--- config.mk ---
export PLATFORM = sky130hd
export DESIGN_NAME = fifo_steer_sched
export DESIGN_NICKNAME = d
export VERILOG_FILES = /design/src/rtl/sched_pkg.sv /design/src/rtl/sched_queue.sv /design/src/rtl/sched_datapath.sv /design/src/rtl/sched_control.sv /design/src/rtl/fifo_steer_sched.sv
export SDC_FILE = /design/constraint.sdc
export NUM_CORES = 2
export LEC_CHECK = 0
export BUFFER_PORTS_ARGS = -buffer_cell sky130_fd_sc_hd__clkbuf_2
export CORE_UTILIZATION = 56
export DETAILED_ROUTE_END_ITERATION = 10
export HOLD_SLACK_MARGIN = 0.03
export PLACE_DENSITY = 0.78
export SLEW_MARGIN = 10
export SYNTH_ARGS = -nofsm -noshare
export SYNTH_HDL_FRONTEND = slang
export SYNTH_HIERARCHICAL = 1
export SYNTH_SLANG_ARGS = --single-unit
export TNS_END_PERCENT = 100
--- constraint.sdc ---
create_clock -name clk -period 7.61 [get_ports clk]
set_input_delay 1.522 -clock clk [delete_from_list [all_inputs] [get_ports clk]]
set_output_delay 1.522 -clock clk [all_outputs]
set_load 0.05 [all_outputs]
--- src/rtl/sched_pkg.sv ---
package sched_pkg;
  localparam int NUM_Q    = 4;
  localparam int Q_DEPTH  = 4;
  localparam int NUM_PREG = 64;
  localparam int ISSUE_W  = 2;

  localparam int QW  = $clog2(NUM_Q);
  localparam int PW  = $clog2(NUM_PREG);
  localparam int CW  = $clog2(Q_DEPTH + 1);
  localparam int PTW = $clog2(Q_DEPTH);

  typedef struct packed {
    logic [PW-1:0] srcA;
    logic [PW-1:0] srcB;
    logic [PW-1:0] dst;
  } instr_t;

  typedef struct packed {
    logic          valid;
    logic [QW-1:0] q;
  } prod_t;

  typedef struct packed {
    logic             acceptIn;
    logic             push;
    logic [QW-1:0]    pushQ;
    logic [NUM_Q-1:0] pop;
  } strobe_t;
endpackage

--- src/rtl/sched_queue.sv ---
module sched_queue
  import sched_pkg::*;
(
  input  logic          clk,
  input  logic          rstN,
  input  logic          push,
  input  logic          pop,
  input  instr_t        wrData,
  output instr_t        head,
  output logic [CW-1:0] count
);
  instr_t mem [Q_DEPTH];
  logic [PTW-1:0] rdPtr, wrPtr;

  function automatic logic [PTW-1:0] bump(input logic [PTW-1:0] p);
    return (p == PTW'(Q_DEPTH - 1)) ? '0 : p + 1'b1;
  endfunction

  always_ff @(posedge clk) begin
    if (!rstN) begin
      rdPtr <= '0;
      wrPtr <= '0;
      count <= '0;
    end else begin
      if (push) begin
        mem[wrPtr] <= wrData;
        wrPtr      <= bump(wrPtr);
      end
      if (pop) rdPtr <= bump(rdPtr);
      case ({push, pop})
        2'b10:   count <= count + 1'b1;
        2'b01:   count <= count - 1'b1;
        default: count <= count;
      endcase
    end
  end

  assign head = mem[rdPtr];
endmodule

--- src/rtl/sched_datapath.sv ---
module sched_datapath
  import sched_pkg::*;
(
  input  logic          clk,
  input  logic          rstN,
  input  strobe_t       strb,
  input  logic          inValid,
  input  instr_t        inInstr,
  input  logic          wbValid,
  input  logic [PW-1:0] wbTag,
  output logic          steerValid,
  output instr_t        steerInstr,
  output logic          srcAReady,
  output logic          srcBReady,
  output prod_t         prodA,
  output prod_t         prodB,
  output logic [CW-1:0] qCount [NUM_Q],
  output logic          headOk [NUM_Q],
  output logic [PW-1:0] headDst [NUM_Q]
);
  logic [NUM_PREG-1:0] sbReady;
  prod_t               prodTbl [NUM_PREG];
  instr_t              heads   [NUM_Q];

  // steering stage register
  always_ff @(posedge clk) begin
    if (!rstN) begin
      steerValid <= 1'b0;
      steerInstr <= '0;
    end else if (strb.acceptIn) begin
      steerValid <= inValid;
      if (inValid) steerInstr <= inInstr;
    end
  end

  // ready scoreboard: a push clears the destination, a writeback sets it
  always_ff @(posedge clk) begin
    if (!rstN) begin
      sbReady <= '1;
    end else begin
      if (strb.push) sbReady[steerInstr.dst] <= 1'b0;
      if (wbValid)   sbReady[wbTag]          <= 1'b1;
    end
  end

  // producer table: valid only while the writer is the youngest, unissued entry
  always_ff @(posedge clk) begin
    if (!rstN) begin
      for (int p = 0; p < NUM_PREG; p++) prodTbl[p] <= '0;
    end else begin
      for (int p = 0; p < NUM_PREG; p++) begin
        if (prodTbl[p].valid) begin
          if (strb.push && prodTbl[p].q == strb.pushQ)
            prodTbl[p].valid <= 1'b0;
          if (strb.pop[prodTbl[p].q] && heads[prodTbl[p].q].dst == PW'(p))
            prodTbl[p].valid <= 1'b0;
        end
      end
      if (strb.push) prodTbl[steerInstr.dst] <= '{valid: 1'b1, q: strb.pushQ};
    end
  end

  for (genvar g = 0; g < NUM_Q; g++) begin : g_queue
    sched_queue u_queue (
      .clk    (clk),
      .rstN   (rstN),
      .push   (strb.push && strb.pushQ == QW'(g)),
      .pop    (strb.pop[g]),
      .wrData (steerInstr),
      .head   (heads[g]),
      .count  (qCount[g])
    );
    assign headOk[g]  = sbReady[heads[g].srcA] && sbReady[heads[g].srcB];
    assign headDst[g] = heads[g].dst;
  end

  assign srcAReady = sbReady[steerInstr.srcA];
  assign srcBReady = sbReady[steerInstr.srcB];
  assign prodA     = prodTbl[steerInstr.srcA];
  assign prodB     = prodTbl[steerInstr.srcB];
endmodule

--- src/rtl/sched_control.sv ---
module sched_control
  import sched_pkg::*;
(
  input  logic          steerValid,
  input  logic          srcAReady,
  input  logic          srcBReady,
  input  prod_t         prodA,
  input  prod_t         prodB,
  input  logic [CW-1:0] qCount [NUM_Q],
  input  logic          headOk [NUM_Q],
  input  logic [PW-1:0] headDst [NUM_Q],
  output strobe_t       strb,
  output logic                         inReady,
  output logic                         steerFire,
  output logic [QW-1:0]                steerQueue,
  output logic [ISSUE_W-1:0]           issueValid,
  output logic [ISSUE_W-1:0][QW-1:0]   issueQueue,
  output logic [ISSUE_W-1:0][PW-1:0]   issueDst
);
  logic          chainA, chainB, emptyAny, canGo;
  logic [QW-1:0] emptyQ, target;
  logic [NUM_Q-1:0] avail;

  assign chainA = !srcAReady && prodA.valid;
  assign chainB = !srcBReady && prodB.valid;

  always_comb begin
    emptyAny = 1'b0;
    emptyQ   = '0;
    for (int q = NUM_Q - 1; q >= 0; q--) begin
      if (qCount[q] == '0) begin
        emptyAny = 1'b1;
        emptyQ   = QW'(q);
      end
    end
  end

  always_comb begin
    if (chainA) begin
      target = prodA.q;
      canGo  = qCount[prodA.q] != CW'(Q_DEPTH);
    end else if (chainB) begin
      target = prodB.q;
      canGo  = qCount[prodB.q] != CW'(Q_DEPTH);
    end else begin
      target = emptyQ;
      canGo  = emptyAny;
    end
  end

  assign steerFire = steerValid && canGo;
  assign steerQueue = target;
  assign inReady   = !steerValid || steerFire;

  // head select: lowest-numbered ready heads fill the slots in order
  always_comb begin
    for (int q = 0; q < NUM_Q; q++) avail[q] = (qCount[q] != '0) && headOk[q];
    strb.pop   = '0;
    issueValid = '0;
    issueQueue = '0;
    for (int k = 0; k < ISSUE_W; k++) begin
      for (int q = 0; q < NUM_Q; q++) begin
        if (!issueValid[k] && avail[q]) begin
          issueValid[k] = 1'b1;
          issueQueue[k] = QW'(q);
        end
      end
      if (issueValid[k]) begin
        avail[issueQueue[k]]    = 1'b0;
        strb.pop[issueQueue[k]] = 1'b1;
      end
    end
  end

  always_comb begin
    for (int k = 0; k < ISSUE_W; k++) issueDst[k] = headDst[issueQueue[k]];
  end

  assign strb.acceptIn = inReady;
  assign strb.push     = steerFire;
  assign strb.pushQ    = target;
endmodule

--- src/rtl/fifo_steer_sched.sv ---
module fifo_steer_sched
  import sched_pkg::*;
(
  input  logic                       clk,
  input  logic                       rstN,
  input  logic                       inValid,
  output logic                       inReady,
  input  logic [PW-1:0]              inSrcA,
  input  logic [PW-1:0]              inSrcB,
  input  logic [PW-1:0]              inDst,
  input  logic                       wbValid,
  input  logic [PW-1:0]              wbTag,
  output logic                       steerFire,
  output logic [QW-1:0]              steerQueue,
  output logic [ISSUE_W-1:0]         issueValid,
  output logic [ISSUE_W-1:0][QW-1:0] issueQueue,
  output logic [ISSUE_W-1:0][PW-1:0] issueDst
);
  strobe_t       strb;
  logic          steerValid, srcAReady, srcBReady;
  instr_t        steerInstr;
  prod_t         prodA, prodB;
  logic [CW-1:0] qCount [NUM_Q];
  logic          headOk [NUM_Q];
  logic [PW-1:0] headDst [NUM_Q];

  sched_datapath u_dp (
    .clk        (clk),
    .rstN       (rstN),
    .strb       (strb),
    .inValid    (inValid),
    .inInstr    ('{srcA: inSrcA, srcB: inSrcB, dst: inDst}),
    .wbValid    (wbValid),
    .wbTag      (wbTag),
    .steerValid (steerValid),
    .steerInstr (steerInstr),
    .srcAReady  (srcAReady),
    .srcBReady  (srcBReady),
    .prodA      (prodA),
    .prodB      (prodB),
    .qCount     (qCount),
    .headOk     (headOk),
    .headDst    (headDst)
  );

  sched_control u_ctl (
    .steerValid (steerValid),
    .srcAReady  (srcAReady),
    .srcBReady  (srcBReady),
    .prodA      (prodA),
    .prodB      (prodB),
    .qCount     (qCount),
    .headOk     (headOk),
    .headDst    (headDst),
    .strb       (strb),
    .inReady    (inReady),
    .steerFire  (steerFire),
    .steerQueue (steerQueue),
    .issueValid (issueValid),
    .issueQueue (issueQueue),
    .issueDst   (issueDst)
  );
endmodule

# --- Word level (Yosys, flattened, before mapping) ---
# Memory sizes are Yosys's and may differ from the RTL's. A register that Yosys moved wholly into a read port is not among the register bits.
# Index checks and enable logic that the tools add are counted.
word_totals:
  register_bits: 111
  ramBits: 480
  input_bits: 28
  out_inout_bits: 22
  memories: 5
mem_list:
  columns: ["name", "words", "width", "read_ports", "rd_ports_with_merged_regs", "write_ports", "line_no", "rtl"]
  rows:
  - ["u_dp.prodTbl", 64, 3, 66, 2, 65, "sched_datapath.sv:22", "prod_t prodTbl [NUM_PREG];"]
  - ["u_dp.g_queue[0].u_queue.mem", 4, 18, 1, 1, 1, "sched_queue.sv:12", "instr_t mem [Q_DEPTH];"]
  - ["u_dp.g_queue[1].u_queue.mem", 4, 18, 1, 1, 1, "sched_queue.sv:12", null]
  - ["u_dp.g_queue[2].u_queue.mem", 4, 18, 1, 1, 1, "sched_queue.sv:12", null]
  - ["u_dp.g_queue[3].u_queue.mem", 4, 18, 1, 1, 1, "sched_queue.sv:12", null]
classes:
  add_sub_neg: 16
  order_cmp: 150
  n_eq_ne: 148
  muxes: 1072
  n_bitwise: 202
  reduce_logical: 178
ops:
  columns: ["op", "n"]
  rows:
  - ["binary-select mux 18 bit (select 2 bit)", 64]
  - ["two-way mux 6 bit", 136]
  - ["two-way mux 1 bit", 750]
  - ["greater-or-equal comparator 3 bit, second input constant", 68]
  - ["inverter 2 -> 3 bit", 68]
  - ["less-than comparator 2 x 3 -> 1 bit, second input constant", 66]
  - ["equality test 6 bit, second input constant", 32]
  - ["two-way mux 64 bit", 3]
  - ["logical AND 1 bit", 153]
  - ["binary-select mux 1 bit (select 2 bit)", 64]
  - ["equality test 2 bit", 64]
  - ["bitwise OR 1 bit", 128]
  - ["equality test 6 x 5 -> 1 bit, second input constant", 16]
  - ["less-than comparator 6 x 7 -> 1 bit, second input constant", 12]
  - ["AND 64 bit", 1]
  - ["inverter 64 bit", 1]
  - ["bitwise OR 64 bit", 1]
  - ["binary-select mux 1 bit (select 6 bit)", 10]
  - ["two-way mux 2 bit", 26]
  - ["equality test 6 x 4 -> 1 bit, second input constant", 8]
  - ["equality test 2 bit, second input constant", 14]
  - ["binary-select mux 6 bit (select 2 bit)", 2]
  - ["equality test 6 x 3 -> 1 bit, second input constant", 4]
  - ["one-hot mux 3 bit (2 select lines)", 4]
  - ["other kinds (25)", 71]

# --- Logic depth before layout (Yosys ltp) ---
depth:
  ltp_word: 45
  ltp_mapped: 25
  ltp_nobuf: 17

# --- Modules after synthesis ---
# The synthesis kept the hierarchy.
modules_own_cells:
  columns: ["mod", "n_inst", "cells_each", "area_per_inst_um2", "seq_area_each_um2"]
  rows:
  - ["sched_datapath", 1, 2310, 23521.3, 7026.7]
  - ["sched_queue", 4, 136, 3083.0, 2342.2]
  - ["sched_control", 1, 123, 853.3, 0.0]

# --- Least setup slack after synthesis ---
# Ideal clock, no wire load.
synth_timing:
  path_kind: "flip-flop to flip-flop"
  from: "register, netlist name u_dp/steerInstr[7]"
  to: "register u_dp.g_queue[0].u_queue.count[2]"
  setup_ps: 76
  arrival_ps: 6826
  t_required_ps: 7534
  path_slack_ps: 708
  path_stages_with_launch: 22
  period_less_slack_ps: 6902
  path_cell_list: "dfxtp_1 buf_2 buf_1 mux4_2 mux4_2 a211oi_1 a21oi_1 nor2b_1 or3_1 o2111ai_1 a21boi_0 buf_4 clkbuf_1 clkbuf_1 clkbuf_1 nor3b_1 inv_1 ha_1 fa_1 xnor2_1 or3_1 a21boi_0"
synth_via:
  elab_chain_cells: 10
  elab_cells_between_ends: 15
synth_rtl:
  columns: ["item", "line_no", "rtl"]
  rows:
  - ["binary-select mux 1 bit (select 6 bit) *", "sched_datapath.sv:78", "assign srcBReady = sbReady[steerInstr.srcB];"]
  - ["two-way mux 1 bit (implied by the code) *", "sched_datapath.sv:78", null]
  - ["named net srcBReady", "fifo_steer_sched.sv:20", "logic steerValid, srcAReady, srcBReady;"]
  - ["zero test 1 bit *", "sched_control.sv:25", "assign chainB = !srcBReady && prodB.valid;"]
  - ["logical AND 1 bit *", "sched_control.sv:25", null]
  - ["two-way mux 1 bit *", "sched_control.sv:42", "end else if (chainB) begin"]
  - ["two-way mux 1 bit *", "sched_control.sv:39", "if (chainA) begin"]
  - ["logical AND 1 bit *", "sched_control.sv:51", "assign steerFire = steerValid && canGo;"]
  - ["named net steerFire", "fifo_steer_sched.sv:13", "output logic steerFire,"]
  - ["logical AND 1 bit *", "sched_datapath.sv:67", ".push (strb.push && strb.pushQ == QW'(g)),"]
  - ["equality test 2 x 1 -> 1 bit / equality test 2 bit (equally long branches)", "sched_queue.sv:30", "case ({push, pop})"]
  - ["one-hot mux 3 bit (2 select lines) / nonzero test 2 bit (equally long branches)", null, null]
  - ["to (signal assigned)", "sched_queue.sv:31", "2'b10: count <= count + 1'b1;"]
  - ["to (signal assigned)", "sched_queue.sv:32", "2'b01: count <= count - 1'b1;"]
  - ["to (signal assigned)", "sched_queue.sv:33", "default: count <= count;"]
  - ["to (decl)", "sched_queue.sv:10", "output logic [CW-1:0] count"]
# The timed path passes the listed nets; every way through them passes the cells marked *. The select of a mux whose other input is x is not followed.
# A chain may end at the register's enable or synchronous reset.

==> impl_metrics.yaml <==
setup_path:
  r2r_cells: 14
  critPathLaunchType: "flop"
  cp.required_ns: 6.09
  timing.reg2reg.setup_slack_ns: 1.02
  reg2reg_to: "u_dp/prodTbl[18][2]"
  crit_arrival_ns: 5.66
  path_class: "flop to primary output"
  worst_setup_path_end_kind: "primary output"
  cp-endpoint: "issueDst[9]"
  critical_path_peak_fanout: 18
synthesis:
  yosysWarnings: 6
  synth_common_cells: "edfxtp_1 (416), nand2_1 (339), mux4_2 (316)"
  synth_top_area_cell: "edfxtp_1"
  syn_area_per_cell_um2: 12.3
  ys.flop_type: "edfxtp_1"
  syn_nets: 3033
  yosysMostFrequentCell: "edfxtp_1"
  ys_seq_area_share_pct: 44.7
  async_reset_ff_share_pct: 0
  synthCells: 2977
  synth_seq_cells: 611
  ys_types: 70
  synth_top_area_share_pct: 34.0
  yosys-top-cells-area: "edfxtp_1 (34%), mux4_2 (19%), dfxtp_1 (11%)"
  synth_area_um2: 36700
  synth_edf_count: 416
clocking:
  ctsLongestPathBuffers: 3
  worstSkewPairLatency_ns: 0.65
  tritoncts: "built"
  numClockSinks: 611
  cts_resized: 0
  hold_buffers: 0
  cts_buffers: 67
  cts_setup_buffers: 0
  htreeDepth: 3
  cts-root-buf: "clkbuf_16"
  clkTransAtPathRegs_ns: 0.06
job:
  maxCapViolCount: 0
timing:
  timing.fmax_ghz: 0.139
  post-route-period-util_pct: 94.4
  finalCriticalPeriod_ns: 7.18
  rsz0062_at_grt: "false"
  worst_slew_pin_slew_ns: 1.39
  slew_violations: 0
  finalClockSkew_ns: 0.0574
  finalSetupTns_ns: 0
  hold_violations: 0
  slew_headroom_pct: 6.51
  setup_slack_ns: 0.427
  setup_viol: 0
worst_hold_path:
  hp-class: "flop to flop"
die:
  initial_utilization_pct: 56.8
  ios: 50
  die_x_um: 258
  core_area_um2: 64600
  die_h_um: 258
  die_area_um2: 66600
  rows: 93
drt:
  wl_um: 151000
  drtAntennaViolNets: 0
  drc: 0
  vias: 30447
  vias_per_cell: 8.06
  drt-initial-drc-count: 5833
  wl_per_cell_um: 39.9
  first_pass_iters: 9
global_route:
  grt_max_degree: 141
  grt_pass1_vias: 28602
  gr-total-overflow: 0
  antenna_found_initial: 11
  grt_first_pass_wirelength_um: 213000
  track_usage_pct: 45.1
power:
  leakage_nw: 12.6
  ir_drop_uv: 281
  p_per_area_nw_per_um2: 236
run_status:
  outcome: "completed"
cells_and_area:
  area_growth_pct: 7.89
  stdcell_area_um2: 39600
  nets: 2922
  fin_util_pct: 61.3
  drive_gt1_share_pct: 20.0
placement:
  gp_congestion: 1.05
  place_ws_ns: 1.15
  placed_area_um2: 37400
  numPortBuffers: 49
  place_hpwl_um: 102000
[metrics by stage]
| stage | instances | hold WS [ns] | power [mW] |
|---|---|---|---|
| 2_1_floorplan | 2977 | 0.452 | 5.39 |
| 3_3_place_gp | 3652 | 0.455 | 6.02 |
| 3_5_place_dp | 3652 | 0.461 | 6.06 |
| 4_1_cts | 3774 | 0.469 | 9.28 |
| 5_1_grt | 3775 | 0.482 | 9.56 |
| 6_report | 3778 | 0.470 | 9.35 |
[cell usage in the layout (no fill, tap or decap), drive strengths merged, types with 7 or more instances in the layout]
cell and instances:
xnor2 137, o311ai 8, nor2b 53, o2111ai 37, a21oi 19, o21a 9, nand2 339, dfxtp 195
nand4 67, and2 12, mux4 354, nand3 137, a21boi 45, o31ai 7, o211ai 86, buf 76
nor3 46, and3 86, o22ai 18, o311a 56, clkinv 30, nor3b 10, a211oi 13, nand3b 11
a22oi 40, nor2 126, a311oi 73, a31oi 12, o21ai 41, nor4 56, mux2i 25, inv 36
ha 24, edfxtp 416, a32o 8, nand2b 15, or3 9, clkbuf 130
[final cells by class]
type                    instances  area, um^2
clock buffers                  82        1760
inverters                      32         136
diodes                          4        10.0
clock inverters                40         414
multi-input cells            2030       18900
repair buffers                124         865
well taps                     855        1070
fillers                      4894       25000
flip-flops and latches        611       16400
[power by group]
| part | switching (mW) | internal (mW) | total, mW |
|---|---|---|---|
| logic | 1.51 | 0.778 | 2.29 |
| clock network | 1.45 | 1.82 | 3.27 |
| registers | 0.164 | 3.63 | 3.79 |
[worst max-delay path, stage by stage (launching register included)]
cell and delay [ns]:
dfxtp_1 0.80, buf_4 0.29, mux4_2 0.75, mux4_2 0.43
a22oi_1 0.08, a31oi_1 0.21, a211oi_1 0.08, nor3_2 0.75
o31ai_4 0.33, bufinv_8 0.41, nor3_4 0.11, a32o_1 0.31
a211o_1 0.23, clkbuf_2 0.24
[worst min-delay path by stage]
stage                     cells after the start                start  slack (ns)             endpoint
final                                         2   u_dp/steerInstr[4]        0.47   u_dp/steerInstr[4]
after global routing                          2   u_dp/steerInstr[4]        0.48   u_dp/steerInstr[4]
after CTS                                     2   u_dp/steerInstr[4]        0.47   u_dp/steerInstr[4]
after detailed placement                      2   u_dp/steerInstr[4]        0.46   u_dp/steerInstr[4]
after global placement                        2   u_dp/steerInstr[3]        0.46   u_dp/steerInstr[3]
after floorplan                               2  u_dp/prodTbl[46][2]        0.45  u_dp/prodTbl[46][2]
[cells by family after synthesis]
logic type      share of synthesized area (%)
fa+ha+maj                                1.04
flops                                    44.7
mux                                      22.8
buf+inv                                  4.13
compound gates                           10.6
xor+xnor                                 3.32
simple gates                             13.5
[layer usage]
metal | GRT usage, % | wire length, um | vias up
li1 | - | - | 11705
met1 | 57.1 | 49600 | 15025
met2 | 66.4 | 65200 | 2970
met3 | 13.5 | 22200 | 739
met4 | 32.4 | 13500 | 8
met5 | 0 | 58 | -
[flip-flops by register name, summed over array words and instances, names as in the netlist, named ones only]
name and cells:
u_dp/g_queue.u_queue/mem 288, u_dp/prodTbl 192, u_dp/sbReady 64, u_dp/steerInstr 18, u_dp/g_queue.u_queue/count 12, u_dp/g_queue.u_queue/rdPtr 8, u_dp/g_queue.u_queue/wrPtr 8, u_dp/steerValid 1
Note: power is estimated with default switching activity, not from simulation.
